File: config.mk
export PLATFORM = sky130hd
export DESIGN_NAME = retention_probe
export DESIGN_NICKNAME = d
export VERILOG_FILES = /design/src/rtl/retprobe_pkg.sv /design/src/rtl/ms_wait_timer.sv /design/src/rtl/result_store.sv /design/src/rtl/retention_probe.sv
export SDC_FILE = /design/constraint.sdc
export NUM_CORES = 1
export LEC_CHECK = 0
export CAP_MARGIN = 20
export CELL_PAD_IN_SITES_DETAIL_PLACEMENT = 0
export CELL_PAD_IN_SITES_GLOBAL_PLACEMENT = 1
export CORE_MARGIN = 4
export CORE_UTILIZATION = 30
export CTS_BUF_LIST = sky130_fd_sc_hd__clkbuf_8
export CTS_CLUSTER_DIAMETER = 80
export DETAILED_ROUTE_END_ITERATION = 7
export GPL_TIMING_DRIVEN = 0
export PLACE_DENSITY_LB_ADDON = 0.1
export SLEW_MARGIN = 15
export SYNTH_ARGS = -nofsm -noshare
export SYNTH_HDL_FRONTEND = slang
export SYNTH_SLANG_ARGS = --single-unit
File: constraint.sdc
create_clock -name clk -period 3.5 [get_ports clk]
set_input_delay 0.525 -clock clk [delete_from_list [all_inputs] [get_ports clk]]
set_output_delay 0.525 -clock clk [all_outputs]
set_load 0.05 [all_outputs]
File: src/rtl/retprobe_pkg.sv
package retprobe_pkg;

    typedef enum logic [1:0] {
        OP_WRITE   = 2'd0,
        OP_READ    = 2'd1,
        OP_REF_OFF = 2'd2,
        OP_REF_ON  = 2'd3
    } mem_op_e;

    typedef enum logic [3:0] {
        S_IDLE,
        S_REF_OFF,
        S_WRITE,
        S_WAIT,
        S_READ,
        S_CHECK,
        S_TRIAL_END,
        S_PAGE_END,
        S_REF_ON
    } probe_state_e;

endpackage

File: src/rtl/ms_wait_timer.sv
module ms_wait_timer #(
    parameter int TW         = 12,
    parameter int CYC_PER_MS = 1000
) (
    input  logic          clk,
    input  logic          rst_n,
    input  logic          load,
    input  logic [TW-1:0] target_ms,
    output logic          expired
);
    localparam int SW = (CYC_PER_MS > 1) ? $clog2(CYC_PER_MS) : 1;

    logic          run_q;
    logic [SW-1:0] sub_q;
    logic [TW:0]   ms_q;
    logic [TW-1:0] tgt_q;
    logic          ms_edge;

    assign ms_edge = (sub_q == SW'(CYC_PER_MS - 1));
    assign expired = run_q && ms_edge && ((ms_q + (TW+1)'(1)) >= {1'b0, tgt_q});

    always_ff @(posedge clk or negedge rst_n) begin
        if (!rst_n) begin
            run_q <= 1'b0;
            sub_q <= '0;
            ms_q  <= '0;
            tgt_q <= '0;
        end else if (load) begin
            run_q <= 1'b1;
            sub_q <= '0;
            ms_q  <= '0;
            tgt_q <= target_ms;
        end else if (run_q) begin
            if (ms_edge) begin
                sub_q <= '0;
                ms_q  <= ms_q + (TW+1)'(1);
                if (expired) run_q <= 1'b0;
            end else begin
                sub_q <= sub_q + SW'(1);
            end
        end
    end


    expired_once_chk: assert property (@(posedge clk) disable iff (!rst_n)
        (expired && !load) |=> !expired);

endmodule

File: src/rtl/result_store.sv
module result_store #(
    parameter int PAGES = 8,
    parameter int TW    = 12
) (
    input  logic                     clk,
    input  logic                     we,
    input  logic [$clog2(PAGES)-1:0] waddr,
    input  logic [TW-1:0]            wtime,
    input  logic                     wsat,
    input  logic [$clog2(PAGES)-1:0] raddr,
    output logic [TW-1:0]            rtime,
    output logic                     rsat
);
    logic [TW-1:0] time_mem [PAGES];
    logic          sat_mem  [PAGES];

    always_ff @(posedge clk) begin
        if (we) begin
            time_mem[waddr] <= wtime;
            sat_mem[waddr]  <= wsat;
        end
    end

    assign rtime = time_mem[raddr];
    assign rsat  = sat_mem[raddr];

endmodule

File: src/rtl/retention_probe.sv
module retention_probe
    import retprobe_pkg::*;
#(
    parameter int PAGES           = 8,
    parameter int DW              = 16,
    parameter int TW              = 12,
    parameter int TRIALS_PER_FILL = 10,
    parameter int CYC_PER_MS      = 1000,
    localparam int PW             = $clog2(PAGES)
) (
    input  logic          clk,
    input  logic          rst_n,
    input  logic          start,
    input  logic [TW-1:0] cfg_t_init,
    input  logic [TW-1:0] cfg_t_step,
    input  logic [TW-1:0] cfg_t_max,
    output logic          cmd_valid,
    output logic [1:0]    cmd_op,
    output logic [PW-1:0] cmd_page,
    output logic          cmd_fill,
    input  logic          rsp_valid,
    input  logic [DW-1:0] rsp_data,
    input  logic [PW-1:0] res_addr,
    output logic [TW-1:0] res_time,
    output logic          res_sat,
    output logic          busy,
    output logic          done
);
    localparam int NTRIAL = 2 * TRIALS_PER_FILL;
    localparam int XW     = $clog2(NTRIAL);

    probe_state_e  state, state_n;
    logic [TW-1:0] init_q, step_q, max_q;
    logic [TW-1:0] cur_t, min_t, trial_res;
    logic          trial_sat, all_sat;
    logic [PW-1:0] page_idx;
    logic [XW-1:0] trial_idx;
    logic          fill, match, over, tmr_expired, tmr_load, ram_we;
    logic [TW:0]   t_next;
    logic          last_trial, last_page, ref_off_r;
    mem_op_e       op;

    assign fill       = (trial_idx < XW'(TRIALS_PER_FILL));
    assign match      = (rsp_data == {DW{fill}});
    assign t_next     = {1'b0, cur_t} + {1'b0, step_q};
    assign over       = (t_next > {1'b0, max_q});
    assign last_trial = (trial_idx == XW'(NTRIAL - 1));
    assign last_page  = (page_idx == PW'(PAGES - 1));

    ms_wait_timer #(.TW(TW), .CYC_PER_MS(CYC_PER_MS)) u_timer (
        .clk(clk), .rst_n(rst_n), .load(tmr_load),
        .target_ms(cur_t), .expired(tmr_expired)
    );

    result_store #(.PAGES(PAGES), .TW(TW)) u_store (
        .clk(clk), .we(ram_we), .waddr(page_idx), .wtime(min_t), .wsat(all_sat),
        .raddr(res_addr), .rtime(res_time), .rsat(res_sat)
    );

    // state register
    always_ff @(posedge clk or negedge rst_n) begin
        if (!rst_n) state <= S_IDLE;
        else        state <= state_n;
    end

    always_comb begin
        state_n = state;
        unique case (state)
            S_IDLE:      if (start) state_n = S_REF_OFF;
            S_REF_OFF:   state_n = S_WRITE;
            S_WRITE:     state_n = S_WAIT;
            S_WAIT:      if (tmr_expired) state_n = S_READ;
            S_READ:      state_n = S_CHECK;
            S_CHECK:     if (rsp_valid) state_n = (match && !over) ? S_WRITE : S_TRIAL_END;
            S_TRIAL_END: state_n = last_trial ? S_PAGE_END : S_WRITE;
            S_PAGE_END:  state_n = last_page ? S_REF_ON : S_WRITE;
            S_REF_ON:    state_n = S_IDLE;
            default:     state_n = S_IDLE;
        endcase
    end

    // outputs
    always_comb begin
        cmd_valid = 1'b0;
        op        = OP_WRITE;
        done      = 1'b0;
        tmr_load  = 1'b0;
        ram_we    = 1'b0;
        unique case (state)
            S_REF_OFF:  begin cmd_valid = 1'b1; op = OP_REF_OFF; end
            S_WRITE:    begin cmd_valid = 1'b1; op = OP_WRITE; tmr_load = 1'b1; end
            S_READ:     begin cmd_valid = 1'b1; op = OP_READ; end
            S_PAGE_END: ram_we = 1'b1;
            S_REF_ON:   begin cmd_valid = 1'b1; op = OP_REF_ON; done = 1'b1; end
            default:    ;
        endcase
    end

    assign cmd_op   = op;
    assign cmd_page = page_idx;
    assign cmd_fill = fill;
    assign busy     = (state != S_IDLE);

    // trial and page datapath
    always_ff @(posedge clk or negedge rst_n) begin
        if (!rst_n) begin
            init_q <= '0; step_q <= '0; max_q <= '0;
            cur_t <= '0; min_t <= '1; trial_res <= '0;
            trial_sat <= 1'b0; all_sat <= 1'b1;
            page_idx <= '0; trial_idx <= '0;
        end else begin
            case (state)
                S_IDLE: if (start) begin
                    init_q    <= cfg_t_init;
                    step_q    <= cfg_t_step;
                    max_q     <= cfg_t_max;
                    cur_t     <= cfg_t_init;
                    min_t     <= '1;
                    all_sat   <= 1'b1;
                    page_idx  <= '0;
                    trial_idx <= '0;
                end
                S_CHECK: if (rsp_valid) begin
                    if (match) begin
                        if (over) begin
                            trial_res <= max_q;
                            trial_sat <= 1'b1;
                        end else begin
                            cur_t <= t_next[TW-1:0];
                        end
                    end else begin
                        trial_res <= (cur_t >= step_q) ? (cur_t - step_q) : '0;
                        trial_sat <= 1'b0;
                    end
                end
                S_TRIAL_END: begin
                    if (trial_res < min_t) min_t <= trial_res;
                    all_sat <= all_sat & trial_sat;
                    if (!last_trial) begin
                        trial_idx <= trial_idx + XW'(1);
                        cur_t     <= init_q;
                    end
                end
                S_PAGE_END: if (!last_page) begin
                    page_idx  <= page_idx + PW'(1);
                    trial_idx <= '0;
                    cur_t     <= init_q;
                    min_t     <= '1;
                    all_sat   <= 1'b1;
                end
                default: ;
            endcase
        end
    end

    // refresh tracking for the guard below
    always_ff @(posedge clk or negedge rst_n) begin
        if (!rst_n) ref_off_r <= 1'b0;
        else if (cmd_valid && op == OP_REF_OFF) ref_off_r <= 1'b1;
        else if (cmd_valid && op == OP_REF_ON)  ref_off_r <= 1'b0;
    end


    refresh_off_chk: assert property (@(posedge clk) disable iff (!rst_n)
        (cmd_valid && (op == OP_WRITE || op == OP_READ)) |-> ref_off_r);


    page_order_chk: assert property (@(posedge clk) disable iff (!rst_n)
        (state != S_IDLE && $past(state) != S_IDLE) |-> (page_idx >= $past(page_idx)));


    min_nonincr_chk: assert property (@(posedge clk) disable iff (!rst_n)
        (state == S_TRIAL_END) |=> (min_t <= $past(min_t)));


    trial_bound_chk: assert property (@(posedge clk) disable iff (!rst_n)
        (state == S_TRIAL_END) |-> (trial_res <= max_q));


    done_pulse_chk: assert property (@(posedge clk) disable iff (!rst_n)
        done |=> (!done && !busy));

endmodule

==> impl_metrics.csv <==
group,metric,value,unit
cells_and_area,syn2layout_area_growth,24.4,%
drt,drt-initial-drc-count,412,
timing,finClkSkew,0.0246,ns
cts,cts_tree,"done",
setup_path,cp_slowest_cell,"dfrtp_2",
logic_synthesis,ys_ff_latch,226,
die,die_h,207,um
placement,portBuffers,78,
cells_and_area,seq_area,6200,um^2
timing,slew_viol_final,0,
setup_path,critPathMaxStageDelay,0.46,ns
pwr,swShare,41.1,%
setup_path,required,3.99,ns
cts,clkSinkCount,226,
die,initial_core_util,30.5,%
logic_synthesis,yosys_warnings,0,
pwr,total_power,13.0,mW
drt,drt-total-wl,31.5,mm
cells_and_area,multi_input_area,5400,um^2
pwr,clock_power_share,19.8,%
timing,min_period_over_period,102,%
pwr,p_leak,6.12,nW
drt,num_vias,7915,
logic_synthesis,synth_edf_count,104,
logic_synthesis,synth_cell_types,79,
die,die_w,207,um
run,cap_viol_max_count,0,
pwr,vdd_drop_max,0.000399,V
drt,top_layer,"met4",
setup_path,r2r_start,"cur_t[4]$_DFFE_PN0P_",
drt,drtAntennaViolNets,0,
placement,dp_cells,1571,
cts,numCtsBuffers,44,
logic_synthesis,yosysSeqAreaShare,52.3,%
drt,via_per_inst,4.72,
timing,min_period,3.58,ns
logic_synthesis,ys_top_cells_by_area,"edfxtp_1 (26%), dfrtp_1 (23%), ha_1 (6.8%)",
setup_path,critPathMaxFanout,10,
die,rows,72,
grt,grt_start_max_net_pins,68,
pwr,p_switching,5.33,mW
placement,globalplace.congestion,0.752,
setup_path,crit_chain,"ha_1 -> buf_6 -> nor2b_1 -> o21bai_1 -> nand3_2 -> a41oi_4 -> xnor2_2 -> ha_1 -> a21o_1 -> a21oi_2 -> o211ai_1 -> o21ai_2 -> o311ai_4 -> nand3_4 -> buf_8 -> mux2_4",
timing,worstMarginPinSlew,0.815,ns
logic_synthesis,syn-num-nets,1091,
logic_synthesis,synth.top_cell.area_share,26.4,%
placement,post_dp_cell_area,13400,um^2
cells_and_area,num-fill-cells,3820,
drt,route.detailed.drc,0,
cts,worstSkewPairLatency,0.61,ns
grt,grt_antenna_before_repair,1,
timing,max-slew-margin-rel,45.4,%
die,dieArea,42700,um^2
cts,htreeDepth,2,
pwr,p_seq_share,31.9,%
setup_path,crit_path_start,"cur_t[4]$_DFFE_PN0P_",
cells_and_area,fin_nets,1250,
pwr,p_int,7.64,mW
setup_path,path_common_cell,"ha_1",
die,io-pin-count,81,
outcome,status,"complete, but fails checks",
cells_and_area,drive_gt1_share,23.9,%
setup_path,cp-end-kind,"flip-flop",
drt,wl_met3,1.31,mm
timing,hold_viol,0,
cells_and_area,finalNonFillerCells,1678,
die,coreArea,38800,um^2
timing,setup_viol,19,
setup_path,cp_top_family,"compound AO/OA/AOI/OAI gates",
setup_path,start_kind,"flip-flop",
min_path,min_path_type,"input pin to asynchronous set/reset pin",
drt,wl_met1,14.1,mm
cells_and_area,fin_area,14700,um^2
drt,drtPass1Iterations,5,
logic_synthesis,syn_avg_cell_area,12.3,um^2
timing,fin_ws,-0.0786,ns
grt,grt_usage,15.1,%
setup_path,arrival,4.07,ns
cts,root_buffer,"clkbuf_8",
grt,grt_pass1_wl,49.5,mm
logic_synthesis,ys_async_sr_fraction,54.0,%
timing,max_clock_freq,279,MHz
logic_synthesis,synth_cells,966,
outcome,failed_checks,"setup timing",
drt,met2_length,15.1,mm
logic_synthesis,syn_area,11800,um^2
cts,clkTransAtPathRegs,0.06,ns
pwr,combPwrFrac,48.3,%
setup_path,critical_path_class,"flip-flop to flip-flop",
cts,clock_path_buffers,3,
grt,grt_pass1_vias,8413,
pwr,powerDensity,881,nW/um^2
logic_synthesis,ys.flop_type,"dfrtp_1",
logic_synthesis,synth_largest_area_cell,"edfxtp_1",
drt,wl_per_cell,18.8,um
placement,dp_hpwl,22.6,mm
setup_path,crit_buf_inv,2,
grt,grt_overflow,0,
timing,grt_setup_unrepaired,"true",
[Yosys cell counts, types with 13 or more instances]
master and instances:
edfxtp_1 104, nor3_1 16, nor2_1 81, mux2_2 53, dfrtp_1 109, mux4_2 26, nand3_1 18, xor2_1 25
o21ai_0 28, xnor2_1 25, dfstp_2 13, nand2_1 58, clkbuf_1 20, inv_1 71, a21oi_1 34, ha_1 64
mux2i_1 23, nand4_1 18
[flip-flops by register name (all words and copies together), names as in the netlist, 3 cells and up]
| name | cells |
|---|---|
| cmd_page | 3 |
| cur_t | 12 |
| init_q | 12 |
| max_q | 12 |
| min_t | 12 |
| state | 4 |
| step_q | 12 |
| trial_idx | 5 |
| trial_res | 12 |
| u_store.sat_mem | 8 |
| u_store.time_mem | 96 |
| u_timer.ms_q | 13 |
| u_timer.sub_q | 10 |
| u_timer.tgt_q | 12 |
[final cells by class]
| class | count | share of cell area [%] |
|---|---|---|
| Sequential cell | 226 | 42.1 |
| Clock buffer | 52 | 4.86 |
| Antenna cell | 1 | 0.0170 |
| Clock inverter | 28 | 0.951 |
| Tap cell | 518 | 4.40 |
| Buffer | 41 | 1.56 |
| Timing Repair Buffer | 113 | 7.64 |
| Inverter | 72 | 1.84 |
| Multi-Input combinational cell | 627 | 36.7 |
[logic make-up after synthesis]
| group | synth area share, % |
|---|---|
| muxes | 13.5 |
| adders and majority gates | 7.10 |
| buffers and inverters | 4.02 |
| AOI/OAI and AO/OA | 8.64 |
| and+or+nand+nor | 10.8 |
| xor gates and xnor gates | 3.70 |
| DFF | 52.3 |
[cell usage in the layout (no fill, tap or decap), types with 32 or more instances in the layout]
| master | netlist | final |
|---|---|---|
| edfxtp_1 | 104 | 104 |
| dfrtp_1 | 109 | 105 |
| clkbuf_8 | 0 | 52 |
| nand2_1 | 58 | 58 |
| a21oi_1 | 34 | 32 |
| clkdlybuf4s50_1 | 0 | 77 |
| inv_1 | 71 | 84 |
| mux2_2 | 53 | 51 |
| nor2_1 | 81 | 74 |
| ha_1 | 64 | 60 |
[stage by stage]
step           hold WS, ns  utilization [%]  setup TNS [ns]  setup WS [ns]
5_1_grt              0.448             37.9           -5.49         -0.246
4_1_cts              0.411             37.8           -1.82         -0.118
6_report             0.424             37.9           -1.05        -0.0786
3_5_place_dp         0.486             34.6          -20.79         -0.795
2_1_floorplan        0.229                -               0        0.00858
3_3_place_gp         0.487             34.2         -450.52          -3.61
[layer usage]
| metal | vias to the layer above | track usage, % |
|---|---|---|
| met5 | - | 0 |
| li1 | 3859 | - |
| met3 | 64 | 3.47 |
| met4 | 0 | 5.45 |
| met1 | 3840 | 19.6 |
| met2 | 152 | 24.9 |
[path summary, 6_finish.rpt]
check,depth (start not counted),slack [ns],endpoint
worst max register to register,16,-0.08,trial_res[7]$_DFFE_PN0P_
max in group asynchronous,3,2.34,cur_t[4]$_DFFE_PN0P_
worst min register to register,1,0.50,init_q[3]$_DFFE_PN0P_
worst max-delay path,16,-0.08,trial_res[7]$_DFFE_PN0P_
min in group clk,1,0.50,init_q[3]$_DFFE_PN0P_
worst min-delay path,2,0.42,u_timer.sub_q[8]$_DFFE_PN0P_
[timing repair]
action,4_1_cts,5_1_grt
cloned,1,0
endpoints found under the setup margin,39,26
setup buffers,21,3
endpoints found under the hold margin,42,0
pin swaps,22,19
hold buffers,1,0
gates resized for setup,45,8
[power by group through the flow]
| stage | Sequential (mW) | Clock [mW] | Combinational, mW |
|---|---|---|---|
| floorplan | 3.95 | 0 | 3.95 |
| global placement | 4.20 | 0 | 5.48 |
| detailed placement | 4.20 | 0 | 5.51 |
| CTS | 4.15 | 2.69 | 6.18 |
| global route | 4.23 | 2.82 | 6.95 |
| finish | 4.14 | 2.57 | 6.27 |
Power figures use the tool's default switching activity.
